--- config.mk ---
export PLATFORM = sky130hd
export DESIGN_NAME = tflag_alu
export DESIGN_NICKNAME = d
export VERILOG_FILES = /design/src/rtl/tfa_pkg.sv /design/src/rtl/tfa_opsel.sv /design/src/rtl/tfa_adder.sv /design/src/rtl/tfa_flag.sv /design/src/rtl/tflag_alu.sv
export SDC_FILE = /design/constraint.sdc
export NUM_CORES = 1
export LEC_CHECK = 0
export CAP_MARGIN = 20
export CORE_MARGIN = 1.5
export CORE_UTILIZATION = 60
export DETAILED_ROUTE_END_ITERATION = 16
export DONT_BUFFER_PORTS = 1
export PLACE_DENSITY = 0.76
export SYNTH_ARGS = -nofsm -noshare
export SYNTH_HDL_FRONTEND = slang
export SYNTH_SLANG_ARGS = --single-unit
--- constraint.sdc ---
create_clock -name clk -period 5.9 [get_ports clk]
set_input_delay 0.885 -clock clk [delete_from_list [all_inputs] [get_ports clk]]
set_output_delay 0.885 -clock clk [all_outputs]
set_load 0.01 [all_outputs]
--- src/rtl/tfa_pkg.sv ---
package tfa_pkg;

    typedef enum logic [2:0] {
        OP_ADDC = 3'd0,
        OP_ADDV = 3'd1,
        OP_SUBC = 3'd2,
        OP_SUBV = 3'd3,
        OP_NEGC = 3'd4
    } tfa_op_e;

    // How the new T is derived from the adder outputs
    typedef enum logic [1:0] {
        FK_HOLD   = 2'd0,
        FK_CARRY  = 2'd1,
        FK_BORROW = 2'd2,
        FK_OVF    = 2'd3
    } tfa_flag_kind_e;

endpackage

--- src/rtl/tfa_opsel.sv ---
module tfa_opsel
    import tfa_pkg::*;
#(
    parameter int W = 32
) (
    input  logic [2:0]      op,
    input  logic [W-1:0]    rn,
    input  logic [W-1:0]    rm,
    input  logic            t_cur,
    output logic [W-1:0]    opa,
    output logic [W-1:0]    opb,
    output logic            cin,
    output tfa_flag_kind_e  kind,
    output logic            known
);

    // Subtraction is addition of the inverted operand; a borrow-in of T
    // becomes a carry-in of ~T.
    always_comb begin
        opa   = rn;
        opb   = rm;
        cin   = 1'b0;
        kind  = FK_HOLD;
        known = 1'b1;
        case (op)
            OP_ADDC: begin
                cin  = t_cur;
                kind = FK_CARRY;
            end
            OP_ADDV: begin
                kind = FK_OVF;
            end
            OP_SUBC: begin
                opb  = ~rm;
                cin  = ~t_cur;
                kind = FK_BORROW;
            end
            OP_SUBV: begin
                opb  = ~rm;
                cin  = 1'b1;
                kind = FK_OVF;
            end
            OP_NEGC: begin
                opa  = '0;
                opb  = ~rm;
                cin  = ~t_cur;
                kind = FK_BORROW;
            end
            default: begin
                opa   = '0;
                opb   = '0;
                known = 1'b0;
            end
        endcase
    end

endmodule

--- src/rtl/tfa_adder.sv ---
module tfa_adder #(
    parameter int W      = 32,
    parameter bit RIPPLE = 1'b0
) (
    input  logic [W-1:0] a,
    input  logic [W-1:0] b,
    input  logic         cin,
    output logic [W-1:0] sum,
    output logic         cout
);

    localparam int WX = W + 1;

    generate
        if (RIPPLE) begin : g_ripple
            logic [W:0] c;
            assign c[0] = cin;
            for (genvar i = 0; i < W; i++) begin : g_bit
                assign sum[i]   = a[i] ^ b[i] ^ c[i];
                assign c[i+1]   = (a[i] & b[i]) | (c[i] & (a[i] ^ b[i]));
            end
            assign cout = c[W];
        end else begin : g_infer
            logic [WX-1:0] wide;
            assign wide = {1'b0, a} + {1'b0, b} + {{W{1'b0}}, cin};
            assign sum  = wide[W-1:0];
            assign cout = wide[W];
        end
    endgenerate

endmodule

--- src/rtl/tfa_flag.sv ---
module tfa_flag
    import tfa_pkg::*;
(
    input  tfa_flag_kind_e kind,
    input  logic           cout,
    input  logic           a_msb,
    input  logic           b_msb,
    input  logic           s_msb,
    input  logic           t_cur,
    output logic           t_new
);

    always_comb begin
        case (kind)
            FK_CARRY:  t_new = cout;
            FK_BORROW: t_new = ~cout;
            FK_OVF:    t_new = (a_msb == b_msb) && (s_msb != a_msb);
            default:   t_new = t_cur;
        endcase
    end

endmodule

--- src/rtl/tflag_alu.sv ---
module tflag_alu
    import tfa_pkg::*;
#(
    parameter int W      = 32,
    parameter bit RIPPLE = 1'b0
) (
    input  logic         clk,
    input  logic         rst_n,
    input  logic         valid,
    input  logic [2:0]   op,
    input  logic [W-1:0] rm,
    input  logic [W-1:0] rn,
    output logic [W-1:0] result,
    output logic         t_flag
);

    localparam int MSB = W - 1;

    typedef struct packed {
        logic [W-1:0] res;
        logic         t;
    } tfa_next_t;

    logic           t_q;
    tfa_next_t      nxt_d;

    logic [W-1:0]   opa, opb, sum;
    logic           cin, cout, known, t_calc;
    tfa_flag_kind_e kind;

    tfa_opsel #(.W(W)) u_opsel (
        .op    (op),
        .rn    (rn),
        .rm    (rm),
        .t_cur (t_q),
        .opa   (opa),
        .opb   (opb),
        .cin   (cin),
        .kind  (kind),
        .known (known)
    );

    tfa_adder #(.W(W), .RIPPLE(RIPPLE)) u_adder (
        .a    (opa),
        .b    (opb),
        .cin  (cin),
        .sum  (sum),
        .cout (cout)
    );

    tfa_flag u_flag (
        .kind  (kind),
        .cout  (cout),
        .a_msb (opa[MSB]),
        .b_msb (opb[MSB]),
        .s_msb (sum[MSB]),
        .t_cur (t_q),
        .t_new (t_calc)
    );

    always_comb begin
        nxt_d.res = known ? sum : '0;
        nxt_d.t   = valid ? t_calc : t_q;
    end

    always_ff @(posedge clk or negedge rst_n) begin
        if (!rst_n) begin
            t_q <= 1'b0;
        end else begin
            t_q <= nxt_d.t;
        end
    end

    assign result = nxt_d.res;
    assign t_flag = t_q;

endmodule

# --- Word-level counts from Yosys, hierarchy flattened ---
# Index checks and enable logic that the tools add are counted.
totals:
  in_bits: 70
  out_inout_bits: 33
  register_bits: 1
  wordCells: 32
op_classes:
  eq_ne: 9
  n_reduce_logical: 10
  bitwise_logic: 3
  mux: 7
  addsub: 2
ops:
  columns: ["cell", "n"]
  rows:
  - ["2-to-1 mux 32 bit", 2]
  - ["one-hot mux 32 bit (2 select lines)", 1]
  - ["adder 32 x 32 -> 33 bit", 1]
  - ["adder 33 x 1 -> 33 bit", 1]
  - ["inverter 32 bit", 1]
  - ["equality test 3 x 2 -> 1 bit (second input constant)", 2]
  - ["one-hot mux 1 bit (3 select lines)", 2]
  - ["one-hot mux 2 bit (3 select lines)", 1]
  - ["OR reduction 2 bit", 3]
  - ["OR reduction 5 bit", 1]
  - ["equality test 2 bit (second input constant)", 2]
  - ["OR reduction 4 bit", 1]
  - ["equality test 3 x 1 -> 1 bit (second input constant)", 1]
  - ["equality test 3 bit (second input constant)", 1]
  - ["logical NOT 3 bit", 1]
  - ["nonzero test 3 bit", 1]
  - ["OR reduction 3 bit", 1]
  - ["equality test 2 x 1 -> 1 bit (second input constant)", 1]
  - ["inverter 1 bit", 2]
  - ["AND reduction 2 bit", 1]
  - ["equality test 1 bit", 1]
  - ["logical AND 1 bit", 1]
  - ["2-to-1 mux 1 bit", 1]
  - ["inequality test 1 bit", 1]

# --- Logic depth before layout (Yosys ltp) ---
# Gate-level depths: netlist of run 1.
logic_depth:
  ltp_word: 8
  mapped_depth: 15
  mapped_depth_nobuf: 12

# --- By module ---
# From an unflattened synthesis of run 1, not the netlist that was laid out.
unflattened:
  hier_cells: 479
  hier_area_um2: 3310.7
modules_own_cells:
  columns: ["module", "seq_area_each_um2", "n_inst", "cells_each", "area_each_um2"]
  rows:
  - ["tfa_adder", 0.0, 1, 244, 1750.4]
  - ["tfa_opsel", 0.0, 1, 191, 1221.2]
  - ["tflag_alu", 25.0, 1, 37, 291.5]
  - ["tfa_flag", 0.0, 1, 7, 47.5]

# --- Least setup slack after synthesis of run 1 ---
# OpenSTA, ideal clock, no wires.
synth_path:
  path_kind: "input -> output"
  from: "input op[1]"
  to: "output result[26]"
  required_ns: 5.015
  path_buffers: 2
  slack_ns: 0.777
  stages: 14
  t_arrival_ns: 4.238
  path_cell_list: "clkbuf_1 > nor2_1 > mux2_2 > clkbuf_1 > o21ai_0 > fa_1 > fa_1 > nand2b_1 > a21oi_2 > a21oi_1 > o2111ai_4 > a211oi_4 > mux2_4 > nor4b_2"
synth_via:
  elab_chain_len: 6
  word_cells_on_any_way: 17
  cone_classes: "add/sub: 2; eq/ne: 4; mux: 5; reduce/logical: 6"
synth_rtl:
  columns: ["element", "line_no", "text"]
  rows:
  - ["from (decl)", "tflag_alu.sv:10", "input logic [2:0] op,"]
  - ["equality test 3 x 2 -> 1 bit (tied with other cells)", "tfa_opsel.sv:25", "case (op)"]
  - ["OR reduction 3 bit (no source line) (tied with other cells)", null, null]
  - ["one-hot mux 32 bit (2 select lines) / 2-to-1 mux 32 bit (equally long branches)", "tfa_opsel.sv:25", null]
  - ["adder 32 x 32 -> 33 bit", "tfa_adder.sv:25", "assign wide = {1'b0, a} + {1'b0, b} + {{W{1'b0}}, cin};"]
  - ["adder 33 x 1 -> 33 bit", "tfa_adder.sv:25", null]
  - ["2-to-1 mux 32 bit (*)", "tflag_alu.sv:62", "nxt_d.res = known ? sum : '0;"]
  - ["to (decl)", "tflag_alu.sv:13", "output logic [W-1:0] result,"]
# Mark *: on every way between the ends. The rest lies on a longest branch, timed or not.

# --- Worst setup path after layout of run 1 ---
# Ends and elaborated chain as after synthesis.

==> results of run 1 <==
## kinds of logic after synthesis
group                    after synthesis  synth area share
AO/OA/AOI/OAI                        146             0.352
XOR/XNOR                              12            0.0366
adder cells (fa/ha/maj)               33             0.149
buffers and inverters                 34            0.0462
flip-flops                             1           0.00871
multiplexers                           7            0.0266
AND/OR/NAND/NOR                      214             0.381
## final timing paths
kind	end	slack, ps	from
worst max-delay path	result[26]	870	op[1]
worst min-delay path	t_flag	590	rst_n
worst max register to register	t_flag	2830	t_flag
worst min register to register	t_flag	780	t_flag
max in group asynchronous	t_flag	5240	rst_n
min in group clk	t_flag	780	t_flag
## layer usage
layer  part of all wire  routed length (um)  vias up  global-route usage
met1               0.45                3400     1432               0.373
li1                   -                   -     1589                   -
met2               0.48                3600      111               0.505
met3              0.063                 474        4              0.0153
met5                  0                   0        -                   0
met4             0.0037                  28        0              0.0294
## placed cells by master, fill, tap and decap left out, types with 3 or more instances in the layout
cell type,netlist,layout
xnor2_1,4,4
nor3_1,24,24
xor2_1,8,8
o211a_1,3,3
nand2b_1,10,10
a211oi_2,3,3
nor2_1,64,64
a21oi_1,57,57
o31ai_1,4,4
a211o_1,3,3
o211ai_1,7,7
o21a_1,11,11
mux2i_1,5,5
nand4_1,3,3
inv_1,12,12
or3_1,4,4
nor2b_1,33,32
o21ai_0,13,13
and3_1,10,10
nand2_1,34,34
ha_1,31,31
nand3_1,8,8
o31a_1,4,4
buf_4,1,4
a21o_1,11,11
o21ai_1,4,4
a211oi_1,5,5
and2_1,6,6
a31oi_1,3,3
## through the flow
step	power [mW]	util	cell area (um2)	hold WS (ps)
after floorplan	0.302	-	2870	589
after global placement	0.347	0.644	2880	589
after detailed placement	0.354	0.644	2880	589
after CTS	0.356	0.644	2880	589
after global routing	0.395	0.644	2880	589
final	0.357	0.644	2880	589
## report_power, final
| group | switching (mW) | total [mW] | internal, mW | leakage [nW] |
|---|---|---|---|---|
| Combinational | 0.211 | 0.346 | 0.134 | 1.25 |
| Clock | 0 | 0 | 0 | 0 |
| Sequential | 0.00270 | 0.0113 | 0.00856 | 0.0123 |
| Total | 0.214 | 0.357 | 0.143 | 1.26 |
## critical path, stage by stage
cell       delay, ps
nor2_1           240
mux2_2           230
buf_4            330
nor2_1            70
a21oi_1          150
ha_1             320
a21oi_1          220
o22ai_1          110
a21oi_1          270
o2111ai_4        230
a211oi_4         370
mux2_4           340
nor4b_2          380
## area by class of cell
cell class | count | area, um2
multi-input combinational | 412 | 2720
timing repair buffer | 4 | 30.0
fill | 447 | 1590
sequential | 1 | 25.0
tap | 52 | 65.1
inverter | 12 | 45.0
==> impl_metrics.csv, run 1 <==
group,metric,value,unit
drt,wl_per_cell,15.6,um
logic_synthesis,synth_top_area_share,0.135,
logic_synthesis,synthArstFlopShare,1.00,
placement,dp_hpwl,5.96,mm
clock_network,cts_resized,0,
floorplan,rows,24,
drt,dr.pass1.iters,5,
global_route,grt_pass1_vias,2841,
clock_network,cts_setup_buffers,0,
power_and_ir_drop,power_leakage,1.26,nW
worst_setup_path,required,5020,ps
worst_setup_path,startpoint_type,"input port",
clock_network,clkTransAtPathRegs,0,ps
timing,relSlewSlack,0.638,
floorplan,die_h,72.2,um
worst_setup_path,crit_arrival,4150,ps
floorplan,dieArea,5210,um2
logic_synthesis,synth_top_cell_by_area,"ha_1",
cells_and_area,largest_register_ff_count,1,
worst_setup_path,cp_max_fo,31,
logic_synthesis,synth_warnings,0,
logic_synthesis,synth_area_leaders,"ha_1, a21oi_1, nor2_1",
run,max_cap_violations,0,
cells_and_area,area_growth_syn_to_layout,0.348,%
global_route,grtUsageTotal,0.278,
floorplan,io-pin-count,103,
drt,via_per_inst,6.52,
floorplan,start_util,0.642,
cells_and_area,nNetsFinal,534,
worst_setup_path,reg2reg_depth,12,
cells_and_area,drive_above_1_share,0.0699,
floorplan,die_x,72.2,um
clock_network,insertion_delay,0,ps
logic_synthesis,synth.cells.most_frequent,"nor2_1, a21oi_1, nand2_1",
logic_synthesis,syn_area,2870,um2
drt,vias,3136,
worst_hold_path,hold_class,"input port to asynchronous set/reset pin",
drt,drc,0,
logic_synthesis,synthCells,447,
logic_synthesis,yosysMostFrequentCell,"nor2_1",
timing,setup_viol,0,
timing,slew_violations,0,
logic_synthesis,synth_edf_count,0,
placement,dp_slack,883,ps
logic_synthesis,synthesis.nets,550,
power_and_ir_drop,p_per_area,124,nW/um2
cells_and_area,stdcell_count,481,
global_route,grt_pass1_wl,12.3,mm
outcome,status,"finished clean",
worst_setup_path,worst-setup-path-type,"input port to output pin",
worst_setup_path,cp-end-kind,"output pin",
drt,ant_nets,0,
timing,fin_crit,5030,ps
logic_synthesis,ys_seq_elements,1,
timing,period_share,0.853,
drt,drt-initial-drc-count,187,
logic_synthesis,yosysSeqAreaShare,0.00871,
placement,dp_cells,481,
global_route,grt_max_degree,41,
drt,totalWireLength,7.51,mm
cells_and_area,antenna_cells,0,
timing,max_freq,199,MHz
logic_synthesis,synth_ff_type,"dfrtp_1",
floorplan,coreArea,4470,um2
global_route,antenna_found_initial,0,
placement,port-buffer-count,0,
timing,final.setup.worst_slack,869,ps
timing,fin_setup_tns,0,ps
power_and_ir_drop,vdd_drop_max,63.9,uV
placement,gp_congestion,0.893,
logic_synthesis,avgSynthCellArea,6.43,um2
timing,finalClockSkew,0,ps
timing,rsz0062_at_grt,"false",
global_route,overflow,0,
timing,tightestPinTransition,539,ps
clock_network,hold_buffers,0,
logic_synthesis,synth_cell_types,66,
timing,finalHoldViolCount,0,
No activity file was read; power rests on OpenSTA's default activity.
==> run 2, diff against run 1 <==
--- a/config.mk
+++ b/config.mk
@@ -11,6 +11,7 @@
 export DETAILED_ROUTE_END_ITERATION = 16
 export DONT_BUFFER_PORTS = 1
 export PLACE_DENSITY = 0.76
+export RECOVER_POWER = 25
 export SYNTH_ARGS = -nofsm -noshare
 export SYNTH_HDL_FRONTEND = slang
 export SYNTH_SLANG_ARGS = --single-unit
==> run 2 against run 1 <==
Net effect: cell count did not move; power fell by 0.67%; final area fell by 0.74%; sequential power barely moved; worst hold slack did not move; global-route usage did not move; flip-flop and latch count did not move; first-iteration DRC count fell by 1.6%; register-to-register slack got worse by 360 ps; core utilization fell by 0.48 points; maximum frequency fell by 4.9%; routed wire length fell by 0.32%; largest cell class unchanged; highest routed layer unchanged.
==> impl_metrics.csv, run 2 (synthesis results as in run 1) <==
group,metric,value,unit
outcome,status,"finished clean",
timing,finalHoldViolCount,0,
timing,period_share,0.897,
global_route,antenna_found_initial,0,
timing,fin_setup_tns,0,ps
cells_and_area,antenna_cells,0,
worst_setup_path,required,5020,ps
cells_and_area,final_util,0.640,
worst_setup_path,cp_cell_sequence,"nor2_1 > mux2_2 > buf_4 > o21ai_0 > fa_1 > nand2b_1 > a21oi_1 > a21oi_1 > o2111ai_1 > a211oi_4 > mux2_4 > nor4b_2",
placement,dp_slack,883,ps
drt,ant_nets,0,
timing,setup_viol,0,
worst_setup_path,max_stage_delay,590,ps
clock_network,cts_setup_buffers,0,
cells_and_area,most-common-layout-cells,"nor2_1, a21oi_1, nand2_1, nor2b_1, ha_1",
global_route,grt_pass1_wl,12.3,mm
floorplan,start_util,0.642,
power_and_ir_drop,p_per_area,124,nW/um2
power_and_ir_drop,vdd_drop_max,63.2,uV
timing,rsz0062_at_grt,"false",
timing,slew_violations,0,
worst_setup_path,cp-end-kind,"output pin",
global_route,overflow,0,
drt,via_per_inst,6.52,
clock_network,insertion_delay,0,ps
clock_network,cts_resized,0,
cells_and_area,nNetsFinal,534,
floorplan,coreArea,4470,um2
placement,port-buffer-count,0,
drt,vias,3137,
clock_network,clkTransAtPathRegs,0,ps
global_route,grtUsageTotal,0.278,
timing,hold_slack,589,ps
drt,drt-initial-drc-count,184,
run,max_cap_violations,0,
timing,finalClockSkew,0,ps
placement,post_dp_cell_area,2880,um2
worst_hold_path,hold_class,"input port to asynchronous set/reset pin",
drt,drc,0,
global_route,grt_max_degree,41,
cells_and_area,fill_cells,451,
timing,max_freq,189,MHz
clock_network,hold_buffers,0,
timing,fin_crit,5290,ps
worst_setup_path,crit_arrival,4400,ps
cells_and_area,mostFrequentLayoutCell,"nor2_1",
timing,relSlewSlack,0.556,
drt,wl_per_cell,15.6,um
floorplan,dieArea,5210,um2
power_and_ir_drop,power_leakage,1.26,nW
floorplan,io-pin-count,103,
worst_setup_path,worst-setup-path-type,"input port to output pin",
cells_and_area,largest_register_ff_count,1,
worst_setup_path,crit_top_cell,"a21oi_1",
worst_setup_path,slowest_stage,"o2111ai_1",
cells_and_area,area_growth_syn_to_layout,-0.392,%
global_route,grt_pass1_vias,2841,
drt,totalWireLength,7.48,mm
floorplan,rows,24,
floorplan,die_h,72.2,um
cells_and_area,final_cell_area,2860,um2
timing,tightestPinTransition,665,ps
placement,dp_hpwl,5.96,mm
floorplan,die_x,72.2,um
worst_setup_path,reg2reg_depth,12,
placement,gp_congestion,0.893,
worst_setup_path,startpoint_type,"input port",
drt,dr.pass1.iters,4,
cells_and_area,drive_above_1_share,0.0653,
worst_setup_path,cp_max_fo,31,
timing,final.setup.worst_slack,610,ps
## run 2: area by class of cell
type | instances | area [um2] | share of cell area
inverter | 12 | 45.0 | 0.0157
multi-input combinational | 412 | 2700 | 0.942
sequential | 1 | 25.0 | 0.00875
tap | 52 | 65.1 | 0.0227
timing repair buffer | 4 | 30.0 | 0.0105
## run 2: critical path, delay by kind of cell
| kind | cells | cell delay, ps |
|---|---|---|
| and+or+nand+nor | 3 | 810 |
| muxes | 2 | 570 |
| buffers and inverters | 1 | 330 |
| adders and majority gates | 1 | 480 |
| AOI/OAI and AO/OA | 5 | 1320 |
## run 2: final timing paths
kind | startpoint | end | slack [ps]
max in group asynchronous | rst_n | t_flag | 5240
hold reg to reg | t_flag | t_flag | 800
min in group clk | t_flag | t_flag | 800
hold / removal | rst_n | t_flag | 590
setup / recovery | op[1] | result[26] | 610
setup reg to reg | t_flag | t_flag | 2470
## run 2: power by group
part           switching (mW)  total, mW  internal, mW
Combinational           0.210      0.343         0.133
Sequential            0.00289     0.0114       0.00856
Clock                       0          0             0
## run 2: routing by layer
layer / GRT usage / routed length [um] / vias up
met2: 0.505 / 3590 / 111
met1: 0.373 / 3350 / 1436
met5: 0 / 0 / -
met4: 0.0294 / 28 / 0
li1: - / - / 1586
met3: 0.0153 / 513 / 4
## run 2: per-stage QoR
stage          instances  power, mW
5_1_grt              481      0.392
2_1_floorplan        447      0.302
6_report             481      0.355
3_5_place_dp         481      0.354
4_1_cts              481      0.356
3_3_place_gp         481      0.347
==> run 3, diff against run 2 <==
--- a/config.mk
+++ b/config.mk
@@ -7,10 +7,10 @@
 export LEC_CHECK = 0
 export CAP_MARGIN = 20
 export CORE_MARGIN = 1.5
-export CORE_UTILIZATION = 60
+export CORE_UTILIZATION = 61
 export DETAILED_ROUTE_END_ITERATION = 16
 export DONT_BUFFER_PORTS = 1
-export PLACE_DENSITY = 0.76
+export PLACE_DENSITY = 0.77
 export RECOVER_POWER = 25
 export SYNTH_ARGS = -nofsm -noshare
 export SYNTH_HDL_FRONTEND = slang
==> run 3 against run 2 <==
Net effect: the run now ends with design-rule violations left; register-to-register slack better by 280 ps; routed wire length down 3.8%; clock skew unchanged; maximum frequency up 0.67%; critical path type unchanged; final area up 0.48%.
==> impl_metrics.csv, run 3 (synthesis results as in run 1) <==
group,metric,value,unit
floorplan,dieArea,5130,um2
floorplan,coreArea,4440,um2
drt,totalWireLength,7.20,mm
timing,fin_crit,5250,ps
cells_and_area,final_cell_area,2880,um2
power_and_ir_drop,pwr-share-clk,0,
floorplan,die_h,71.6,um
timing,relSlewSlack,0.613,
outcome,violations,"design-rule violations",
cells_and_area,largest_register_ff_count,1,
worst_setup_path,critPathLaunch,"op[1]",
timing,tightestPinTransition,576,ps
cells_and_area,most-common-layout-cells,"nor2_1, a21oi_1, nand2_1, nor2b_1, ha_1",
cells_and_area,antenna_cells,0,
cells_and_area,nNetsFinal,534,
placement,dp_hpwl,5.72,mm
global_route,grt_pass1_vias,2582,
floorplan,rows,24,
timing,rsz0062_at_grt,"false",
global_route,grtUsageTotal,0.263,
power_and_ir_drop,p_per_area,123,nW/um2
worst_hold_path,hold_class,"input port to asynchronous set/reset pin",
timing,period_share,0.891,
placement,gp_congestion,0.884,
cells_and_area,mostFrequentLayoutCell,"nor2_1",
outcome,status,"finished with violations",
worst_setup_path,startpoint_type,"input port",
drt,ant_nets,0,
worst_setup_path,crit_arrival,4370,ps
worst_setup_path,required,5020,ps
timing,max_freq,190,MHz
global_route,overflow,0,
worst_setup_path,reg2reg_depth,12,
placement,port-buffer-count,0,
drt,drc,5,
global_route,grt_max_degree,41,
power_and_ir_drop,p_comb_frac,0.967,
drt,dr.pass1.iters,10,
timing,finalHoldViolCount,0,
worst_setup_path,cp_max_fo,31,
power_and_ir_drop,switching_power,212,uW
drt,drt-initial-drc-count,206,
clock_network,clkTransAtPathRegs,0,ps
power_and_ir_drop,vdd_drop_max,56.1,uV
clock_network,hold_buffers,0,
global_route,grt_pass1_wl,11.6,mm
cells_and_area,fill_cells,449,
power_and_ir_drop,p_sw_frac,0.598,
timing,slew_violations,0,
floorplan,die_x,71.6,um
power_and_ir_drop,power_leakage,1.26,nW
cells_and_area,final_util,0.647,
power_and_ir_drop,p_total,354,uW
drt,via_per_inst,6.37,
worst_setup_path,worst-setup-path-type,"input port to output pin",
worst_setup_path,cp-end-kind,"output pin",
clock_network,cts_setup_buffers,0,
drt,wl_per_cell,15.0,um
timing,finalClockSkew,0,ps
power_and_ir_drop,p_seq_frac,0.033,
floorplan,start_util,0.646,
power_and_ir_drop,p_int,142,uW
worst_setup_path,reg2reg_from,"t_flag",
run,max_cap_violations,0,
cells_and_area,area_growth_syn_to_layout,0.0872,%
floorplan,io-pin-count,103,
cells_and_area,drive_above_1_share,0.0629,
placement,post_dp_cell_area,2880,um2
clock_network,cts_resized,0,
global_route,antenna_found_initial,0,
placement,dp_cells,481,
cells_and_area,stdcell_count,481,
timing,fin_setup_tns,0,ps
clock_network,insertion_delay,0,ps
drt,vias,3065,
timing,setup_viol,0,
[run 3: cell types whose count changed in the layout (fill, tap and decap cells not counted)]
cell	previous run	this run
mux2_1	0	1
mux2_2	1	0
o2111ai_1	2	1
o2111ai_4	0	1
o21ai_0	13	14
o21ai_2	1	0
[run 3: path summary, 6_finish.rpt]
check                                  end  slack [ps]
worst max register to register      t_flag        2750
worst min-delay path                t_flag         590
worst min register to register      t_flag         810
worst max-delay path            result[31]         650
min in group clk                    t_flag         810
max in group asynchronous           t_flag        5240
[run 3: area by class of cell]
class	count	area (um2)	share of cell area
tap	52	65.1	0.0226
sequential	1	25.0	0.00870
timing repair buffer	4	30.0	0.0104
multi-input combinational	412	2710	0.943
inverter	12	45.0	0.0157
[run 3: metrics by stage]
stage	setup WS (ps)	hold WS, ps
3_3_place_gp	1010	589
4_1_cts	928	589
2_1_floorplan	777	589
6_report	645	589
3_5_place_dp	962	589
5_1_grt	417	589
[run 3: critical path, stage by stage]
cell and delay [ps]:
nor2_1 60, mux2_1 310, buf_4 250, o21ai_0 340, inv_1 80, ha_1 280
nor2b_1 140, o31a_1 270, o21ai_0 470, a31oi_1 260, or3b_4 460, a31oi_2 190
mux2i_1 370
[run 3: per-layer routing]
layer  GRT usage  routed length [um]  vias to the layer above
li1            -                   -                     1584
met1       0.377                3290                     1360
met2       0.463                3390                      117
met3     0.00844                 478                        4
met4     0.00839                  41                        0
met5           0                   0                        -
[run 3: power groups by stage]
| stage | sequential (mW) | clock (mW) | combinational (mW) |
|---|---|---|---|
| after detailed placement | 0.0114 | 0 | 0.340 |
| after floorplan | 0.0107 | 0 | 0.291 |
| final | 0.0115 | 0 | 0.343 |
| after CTS | 0.0114 | 0 | 0.342 |
| after global routing | 0.0116 | 0 | 0.379 |
| after global placement | 0.0112 | 0 | 0.335 |
